### src/rtl/acm_pkg.sv
package acm_pkg;

  localparam int BX_W    = 5;
  localparam int NUM_CAN = 2;
  localparam int NUM_MU  = 2;

  typedef struct packed {
    logic            valid;
    logic [BX_W-1:0] bx;
    logic [6:0]      gang;
    logic            accel;
    logic [1:0]      quality;
  } anode_t;

  typedef struct packed {
    logic            valid;
    logic [BX_W-1:0] bx;
    logic [7:0]      strip;
    logic            bend;
    logic [7:0]      pattern;
  } cathode_t;

  typedef struct packed {
    logic            valid;
    logic [1:0]      match;
    logic [BX_W-1:0] bx;
    logic [6:0]      gang;
    logic            accel;
    logic [1:0]      quality;
    logic [7:0]      strip;
    logic            bend;
    logic [7:0]      pattern;
  } muon_t;

  // per-muon selection strobes from control to datapath
  typedef struct packed {
    logic aEn;
    logic aSel;
    logic cEn;
    logic cSel;
  } pick_t;

  typedef pick_t [NUM_MU-1:0] strobe_t;

  typedef enum logic [1:0] {
    ST_NONE   = 2'b00,
    ST_DOUBLE = 2'b01,
    ST_AMBIG  = 2'b10,
    ST_CLEAN  = 2'b11
  } status_e;

  function automatic logic [1:0] bxMatch(input logic [BX_W-1:0] aBx,
                                         input logic [BX_W-1:0] cBx);
    logic [BX_W-1:0] diff;
    diff = aBx - cBx;
    if (diff == '0)                bxMatch = 2'b00;
    else if (diff == BX_W'(1))     bxMatch = 2'b01;
    else if (diff == {BX_W{1'b1}}) bxMatch = 2'b10;
    else                           bxMatch = 2'b11;
  endfunction

endpackage

### src/rtl/acm_ctrl.sv
module acm_ctrl
  import acm_pkg::*;
(
  input  logic               clk,
  input  logic               rst_n,
  input  logic [NUM_CAN-1:0] aValid,
  input  logic [NUM_CAN-1:0] cValid,
  output strobe_t            strobes,
  output logic [1:0]         status
);

  logic    anyA, anyC, twoA, twoC;
  status_e statusNext;

  assign anyA = |aValid;
  assign anyC = |cValid;
  assign twoA = &aValid;
  assign twoC = &cValid;

  always_comb begin
    // first muon takes the first valid slot of each kind
    strobes[0].aEn  = anyA;
    strobes[0].aSel = ~aValid[0];
    strobes[0].cEn  = anyC;
    strobes[0].cSel = ~cValid[0];
    // second muon: second slot if two, otherwise duplicate when other side has two
    strobes[1].aEn  = twoA | (anyA & twoC);
    strobes[1].aSel = twoA ? 1'b1 : ~aValid[0];
    strobes[1].cEn  = twoC | (anyC & twoA);
    strobes[1].cSel = twoC ? 1'b1 : ~cValid[0];
  end

  always_comb begin
    case ({cValid, aValid})
      4'b0000:          statusNext = ST_NONE;
      4'b0101, 4'b1111: statusNext = ST_CLEAN;
      4'b0111, 4'b1101: statusNext = ST_DOUBLE;
      default:          statusNext = ST_AMBIG;
    endcase
  end

  always_ff @(posedge clk or negedge rst_n) begin
    if (!rst_n) status <= 2'b00;
    else        status <= statusNext;
  end

  assert_idle_status_R3: assert property (@(posedge clk) disable iff (!rst_n)
    (aValid == '0 && cValid == '0) |=> (status == 2'b00));

  assert_second_needs_first_R9: assert property (@(posedge clk) disable iff (!rst_n)
    (strobes[1].aEn |-> strobes[0].aEn) and (strobes[1].cEn |-> strobes[0].cEn));

  assert_lone_kind_R11: assert property (@(posedge clk) disable iff (!rst_n)
    (!anyA) |=> (status != 2'b11 && status != 2'b01));

endmodule

### src/rtl/acm_datapath.sv
module acm_datapath
  import acm_pkg::*;
#(
  parameter int MAX_DELAY = 10,
  parameter int SEL_W     = $clog2(MAX_DELAY + 1)
) (
  input  logic                       clk,
  input  logic                       rst_n,
  input  logic [SEL_W-1:0]           delaySel,
  input  anode_t   [NUM_CAN-1:0]     aIn,
  input  cathode_t [NUM_CAN-1:0]     cIn,
  input  strobe_t                    strobes,
  output logic     [NUM_CAN-1:0]     aValidAligned,
  output muon_t    [NUM_MU-1:0]      muOut
);

  localparam logic [SEL_W-1:0] MAX_SEL = SEL_W'(MAX_DELAY);
  localparam logic [SEL_W-1:0] ONE_SEL = SEL_W'(1);

  anode_t [NUM_CAN-1:0] stage [MAX_DELAY];
  anode_t [NUM_CAN-1:0] aAligned;
  logic   [SEL_W-1:0]   effDelay;
  logic   [SEL_W-1:0]   tapIdx;

  // delay line: stage k holds the anode pair sampled k+1 edges earlier
  for (genvar g = 0; g < MAX_DELAY; g++) begin : g_stage
    if (g == 0) begin : g_head
      always_ff @(posedge clk or negedge rst_n) begin
        if (!rst_n) stage[g] <= '0;
        else        stage[g] <= aIn;
      end
    end else begin : g_body
      always_ff @(posedge clk or negedge rst_n) begin
        if (!rst_n) stage[g] <= '0;
        else        stage[g] <= stage[g-1];
      end
    end
  end

  always_comb begin
    if (delaySel == '0)          effDelay = ONE_SEL;
    else if (delaySel > MAX_SEL) effDelay = MAX_SEL;
    else                         effDelay = delaySel;
    tapIdx = effDelay - ONE_SEL;
  end

  assign aAligned = stage[tapIdx];

  for (genvar c = 0; c < NUM_CAN; c++) begin : g_flag
    assign aValidAligned[c] = aAligned[c].valid;
  end

  for (genvar m = 0; m < NUM_MU; m++) begin : g_mu
    anode_t   aPick;
    cathode_t cPick;
    muon_t    muNext;
    muon_t    muReg;

    always_comb begin
      aPick = strobes[m].aEn ? aAligned[strobes[m].aSel] : '0;
      cPick = strobes[m].cEn ? cIn[strobes[m].cSel]      : '0;
      muNext         = '0;
      muNext.valid   = strobes[m].aEn | strobes[m].cEn;
      muNext.match   = (strobes[m].aEn && strobes[m].cEn) ? bxMatch(aPick.bx, cPick.bx) : 2'b00;
      muNext.bx      = aPick.bx;
      muNext.gang    = aPick.gang;
      muNext.accel   = aPick.accel;
      muNext.quality = aPick.quality;
      muNext.strip   = cPick.strip;
      muNext.bend    = cPick.bend;
      muNext.pattern = cPick.pattern;
    end

    always_ff @(posedge clk or negedge rst_n) begin
      if (!rst_n) muReg <= '0;
      else        muReg <= muNext;
    end

    assign muOut[m] = muReg;

    assert_half_no_match_R11: assert property (@(posedge clk) disable iff (!rst_n)
      (strobes[m].aEn != strobes[m].cEn) |=> (muReg.match == 2'b00));

    assert_empty_is_zero_R11: assert property (@(posedge clk) disable iff (!rst_n)
      (!muReg.valid) |-> (muReg == '0));
  end

  assert_tap_in_range_R2: assert property (@(posedge clk) disable iff (!rst_n)
    tapIdx < MAX_SEL);

endmodule

### src/rtl/acm_matcher.sv
module acm_matcher
  import acm_pkg::*;
#(
  parameter  int MAX_DELAY = 10,
  localparam int SEL_W     = $clog2(MAX_DELAY + 1)
) (
  input  logic                       clk,
  input  logic                       rst_n,
  input  logic [SEL_W-1:0]           delaySel,
  input  logic [$bits(anode_t)-1:0]  anode1,
  input  logic [$bits(anode_t)-1:0]  anode2,
  input  logic [$bits(cathode_t)-1:0] cathode1,
  input  logic [$bits(cathode_t)-1:0] cathode2,
  output logic [$bits(muon_t)-1:0]   muon1,
  output logic [$bits(muon_t)-1:0]   muon2,
  output logic [1:0]                 status
);

  anode_t   [NUM_CAN-1:0] aIn;
  cathode_t [NUM_CAN-1:0] cIn;
  muon_t    [NUM_MU-1:0]  muOut;
  logic     [NUM_CAN-1:0] aValidAligned;
  logic     [NUM_CAN-1:0] cValid;
  strobe_t                strobes;

  assign aIn[0] = anode_t'(anode1);
  assign aIn[1] = anode_t'(anode2);
  assign cIn[0] = cathode_t'(cathode1);
  assign cIn[1] = cathode_t'(cathode2);
  assign cValid = {cIn[1].valid, cIn[0].valid};

  acm_ctrl u_ctrl (
    .clk     (clk),
    .rst_n   (rst_n),
    .aValid  (aValidAligned),
    .cValid  (cValid),
    .strobes (strobes),
    .status  (status)
  );

  acm_datapath #(
    .MAX_DELAY (MAX_DELAY),
    .SEL_W     (SEL_W)
  ) u_dp (
    .clk           (clk),
    .rst_n         (rst_n),
    .delaySel      (delaySel),
    .aIn           (aIn),
    .cIn           (cIn),
    .strobes       (strobes),
    .aValidAligned (aValidAligned),
    .muOut         (muOut)
  );

  assign muon1 = muOut[0];
  assign muon2 = muOut[1];

  assert_clean_has_muon_R4: assert property (@(posedge clk) disable iff (!rst_n)
    (status == 2'b11) |-> muon1[$bits(muon_t)-1]);

  assert_double_shares_half_R5: assert property (@(posedge clk) disable iff (!rst_n)
    (status == 2'b01) |-> (muon1[$bits(muon_t)-1] && muon2[$bits(muon_t)-1] &&
                           ((muon1[16:0] == muon2[16:0]) || (muon1[31:17] == muon2[31:17]))));

  assert_none_means_empty_R3: assert property (@(posedge clk) disable iff (!rst_n)
    (status == 2'b00) |-> (muon1 == '0 && muon2 == '0));

  assert_second_implies_first_R9: assert property (@(posedge clk) disable iff (!rst_n)
    muon2[$bits(muon_t)-1] |-> muon1[$bits(muon_t)-1]);

endmodule

### config.mk
export PLATFORM = sky130hd
export DESIGN_NAME = acm_matcher
export DESIGN_NICKNAME = d
export VERILOG_FILES = /design/src/rtl/acm_pkg.sv /design/src/rtl/acm_ctrl.sv /design/src/rtl/acm_datapath.sv /design/src/rtl/acm_matcher.sv
export SDC_FILE = /design/constraint.sdc
export NUM_CORES = 1
export LEC_CHECK = 0
export BUFFER_PORTS_ARGS = -buffer_cell sky130_fd_sc_hd__buf_2
export CAP_MARGIN = 20
export CORE_MARGIN = 5
export CORE_UTILIZATION = 60
export CTS_CLUSTER_SIZE = 25
export DETAILED_ROUTE_END_ITERATION = 16
export HOLD_SLACK_MARGIN = 0.03
export PLACE_DENSITY = 0.84
export SLEW_MARGIN = 0
export SYNTH_ARGS = -nofsm -noshare
export SYNTH_HDL_FRONTEND = slang
export SYNTH_SLANG_ARGS = --single-unit
### constraint.sdc
create_clock -name clk -period 10 [get_ports clk]
set_clock_uncertainty 0.15 [all_clocks]
set_input_delay 2 -clock clk [delete_from_list [all_inputs] [get_ports clk]]
set_output_delay 2 -clock clk [all_outputs]
set_load 0.01 [all_outputs]
==> implementation parameters <==
Parameter                              Value

Placement
  Port Buffer Count    155
  Placer's final routability congestion estimate    0.928
  Pre-CTS setup slack    2.76 ns
  Half-perimeter wire length after placement    20900 µm

STA
  Achievable frequency    0.156 GHz
  Time the worst path needs with I/O delays and setup    6.43 ns
  Final setup vio count    0
  Worst slew margin    24.2%
  RSZ-0062 raised after global routing    false
  Final Worst Setup Slack    3.57 ns
  Setup Total Neg Slack    0 ns
  Worst slew pin tran    1.13 ns
  Final worst-path cycle share    64.3%
  Final Hold Vio Count    0
  Max Transition Viols Final    0

GRT
  Wire length of the first global-routing pass    54700 µm
  Number of antenna violations at the first check in global routing    0
  Gr ovfl total    0
  Via count of the first global-routing pass    10226
  Pin count of the biggest net entering global routing    200
  Total Routing Usage GR    25.7%

Yosys
  Fraction of the mapped netlist area in simple logic gates    11.7%
  Sequential share of the synthesized area    68.2%
  Complex-gate fraction of the synthesized area    14.5%
  Number of enable-type register cells in the synthesized netlist    0
  Area share of fa/ha/maj cells after synthesis    1.13%
  Count of distinct cell types in the synthesized netlist    72
  Main combinational cell family by area after synthesis    compound AO/OA/AOI/OAI gates
  Post-Syn Instances    1164
  Flop and latch count out of synthesis    392
  Async set or reset register ratio after synthesis    100%
  Warnings from Yosys    0
  Share of synthesized area spent on multiplexers    0.435%
  Synth Cell Area    14400 µm²
  Commonest register cell after synthesis    dfrtp_1
  Average footprint of a synthesized cell    12.3 µm²
  Post-Synthesis Net Count    1258
  Synth Area in XOR/XNOR    0.366%

Route
  WL final    34200 µm
  Number of remaining DRC errors    0
  Post-detailed-route via-to-cell ratio    6.08
  DR pass1 iterations    5
  Vias    10025
  Average detailed-routed wire length per instance    20.7 µm
  Post-detailed-route count of antenna-violating nets    0
  Drt first-iter violations    1053

Worst setup path
  CP max stage delay    0.71 ns
  Critical path, cell by cell    buf_2 > nand2b_1 > a211oi_1 > o21ai_1 > a22oi_4 > nand2b_1 > a21oi_1 > buf_4 > nand2_1 > o21ai_1 > ha_1 > a21o_1 > a21oi_1 > a21oi_1 > o21ai_1 > o311ai_2 > xnor2_1 > mux2i_1
  CP Data Arrival Time    6.73 ns
  Highest fanout seen on the critical path    35
  Required time worst endpoint    10.31 ns
  Cell type of the slowest stage on the worst timing path    nand2b_1
  Kind of cell adding the most delay to the critical path    compound AO/OA/AOI/OAI gates
  Worst path bufs/invs    2
  Sort of element at the start of the critical path    input port
  Critical path capture point type    flip-flop
  CP Class    input port to flip-flop

Flow run
  Number of max-capacitance violations reported    0

Clock network
  Clock-pin slew on the worst setup and hold paths    0.06 ns
  TritonCTS clock tree    built
  Clock Sink Count    392
  Number of clock buffers inserted by TritonCTS    40
  Maximum root-to-sink buffer count    3
  Hold-fix buffer count after cts    0
  Post-CTS Setup Repair Bufs    0
  Resized Gates After CTS    0
  Worst-Skew Late Latency    0.53 ns
  Root buffer selected by CTS    clkbuf_16
  Number of levels in the clock H-tree    2

Power
  Clock share of power    41.8%
  Switching power total    0.948 mW
  Fraction of power consumed by combinational cells    11.7%
  Switching share of power    25.3%
  Power density cells    225 nW/µm²
  Pwr Total    3.75 mW
  Internal power component    2.80 mW
  Highest ir drop seen on vdd    0.124 mV
  Sequential group share of total power    46.5%
  Reported leakage power    7.72 nW

Layout
  Diodes inserted    0
  Layout Area Growth over Synthesis    15.8%
  Count of filler cells inserted in the layout    1555
  Layout Nets    1393
  Share of layout cells above drive strength 1    20.8%
  Share of the core filled with cells in the final layout    70.7%
  Commonest non-fill, non-tap cell in the layout    dfrtp_1
  Commonest non-fill, non-tap cells in the layout    dfrtp_1 (392), nand2_1 (206), buf_2 (154)

Floorplanning
  Row Count    56
  Height of the chip    165 µm
  Num ports    156
  Core Area    23500 µm²
  Die span in x    165 µm
  Die outline area    27200 µm²
  Initial standard-cell utilization of the core    61.1%

Min path
  Path class of the lowest-slack min-delay path    flip-flop to flip-flop

Run status
  Outcome    finished, final reports clean
==> final cells by class <==
cell class | instances | area, µm² | share of cell area, %
well taps | 319 | 399 | 2.40
multi-input cells | 680 | 4060 | 24.4
repair buffers | 172 | 926 | 5.56
flip-flops and latches | 392 | 9810 | 58.9
clock inverters | 22 | 258 | 1.55
inverters | 13 | 48.8 | 0.293
clock buffers | 51 | 1150 | 6.93
==> cells in the mapped netlist (all sizes together), types with 3 or more instances <==
cell type	number	area share [%]
dfrtp	392	68
nand2	208	5.5
nor2	61	1.7
nand3	59	2.1
buf	45	2.0
a21oi	44	1.8
clkbuf	34	1.3
o21ai	30	1.1
a22o	29	1.8
a311oi	25	1.6
a2111oi	24	1.5
a21o	23	1.2
o22ai	23	1.0
a221oi	20	1.2
a31oi	17	0.74
inv	13	0.34
nand2b	12	0.54
nor3	10	0.35
a22oi	9	0.57
a211oi	8	0.45
ha	8	0.70
nor2b	5	0.22
and3	4	0.17
mux2i	4	0.28
o211ai	4	0.28
o21a	4	0.21
and2	3	0.13
nand3b	3	0.16
nor3b	3	0.19
xnor2	3	0.18
xor2	3	0.18
==> power groups by stage <==
| stage | registers (mW) | clock network (mW) | logic (mW) |
|---|---|---|---|
| finish | 1.74 | 1.57 | 0.440 |
| global route | 1.75 | 1.65 | 0.483 |
| CTS | 1.74 | 1.59 | 0.438 |
| detailed placement | 1.77 | 0 | 0.430 |
| global placement | 1.76 | 0 | 0.418 |
| floorplan | 1.77 | 0 | 0.247 |
==> flip-flops by register name, indices dropped and copies added (netlist names) <==
name           cells
u_dp.muOut        70
u_dp.stage       320
u_ctrl.status      2
==> path summary, 6_finish.rpt <==
kind / from / to / slack [ns] / cells after the start
max in group asynchronous: rst_n / u_dp.muOut[10] / 6.79 / 2
min reg2reg: u_dp.stage[110] / u_dp.stage[78] / 0.21 / 0
max: delaySel[2] / u_dp.muOut[67] / 3.57 / 18
min in group asynchronous: rst_n / u_dp.stage[273] / 1.39 / 1
min: u_dp.stage[110] / u_dp.stage[78] / 0.21 / 0
max reg2reg: u_dp.stage[207] / u_dp.muOut[67] / 5.30 / 17
==> cell families (layout without fill, tap and decap cells) <==
| family | count (synthesis) | count (layout) |
|---|---|---|
| DFF | 392 | 392 |
| xor gates and xnor gates | 6 | 6 |
| muxes | 6 | 6 |
| and+or+nand+nor | 380 | 380 |
| adders and majority gates | 12 | 12 |
| buffers and inverters | 92 | 258 |
| AOI/OAI and AO/OA | 276 | 276 |
==> stage by stage <==
stage | cells | instance area (µm²) | hold slack (ns)
finish | 1649 | 16600 | 0.213
detailed placement | 1575 | 15200 | 0.204
floorplan | 1164 | 14400 | 0.196
CTS | 1648 | 16600 | 0.215
global route | 1649 | 16600 | 0.224
global placement | 1575 | 15200 | 0.201
==> layer usage <==
layer / vias up / global-route usage [%] / share of wire (%)
met3: 80 / 4.77 / 8.1
met4: 0 / 9.94 / 3.4
met5: - / 0 / 0
li1: 4400 / - / -
met2: 515 / 39.9 / 47
met1: 5030 / 36.8 / 42
No activity file was read; power rests on OpenSTA's default activity.
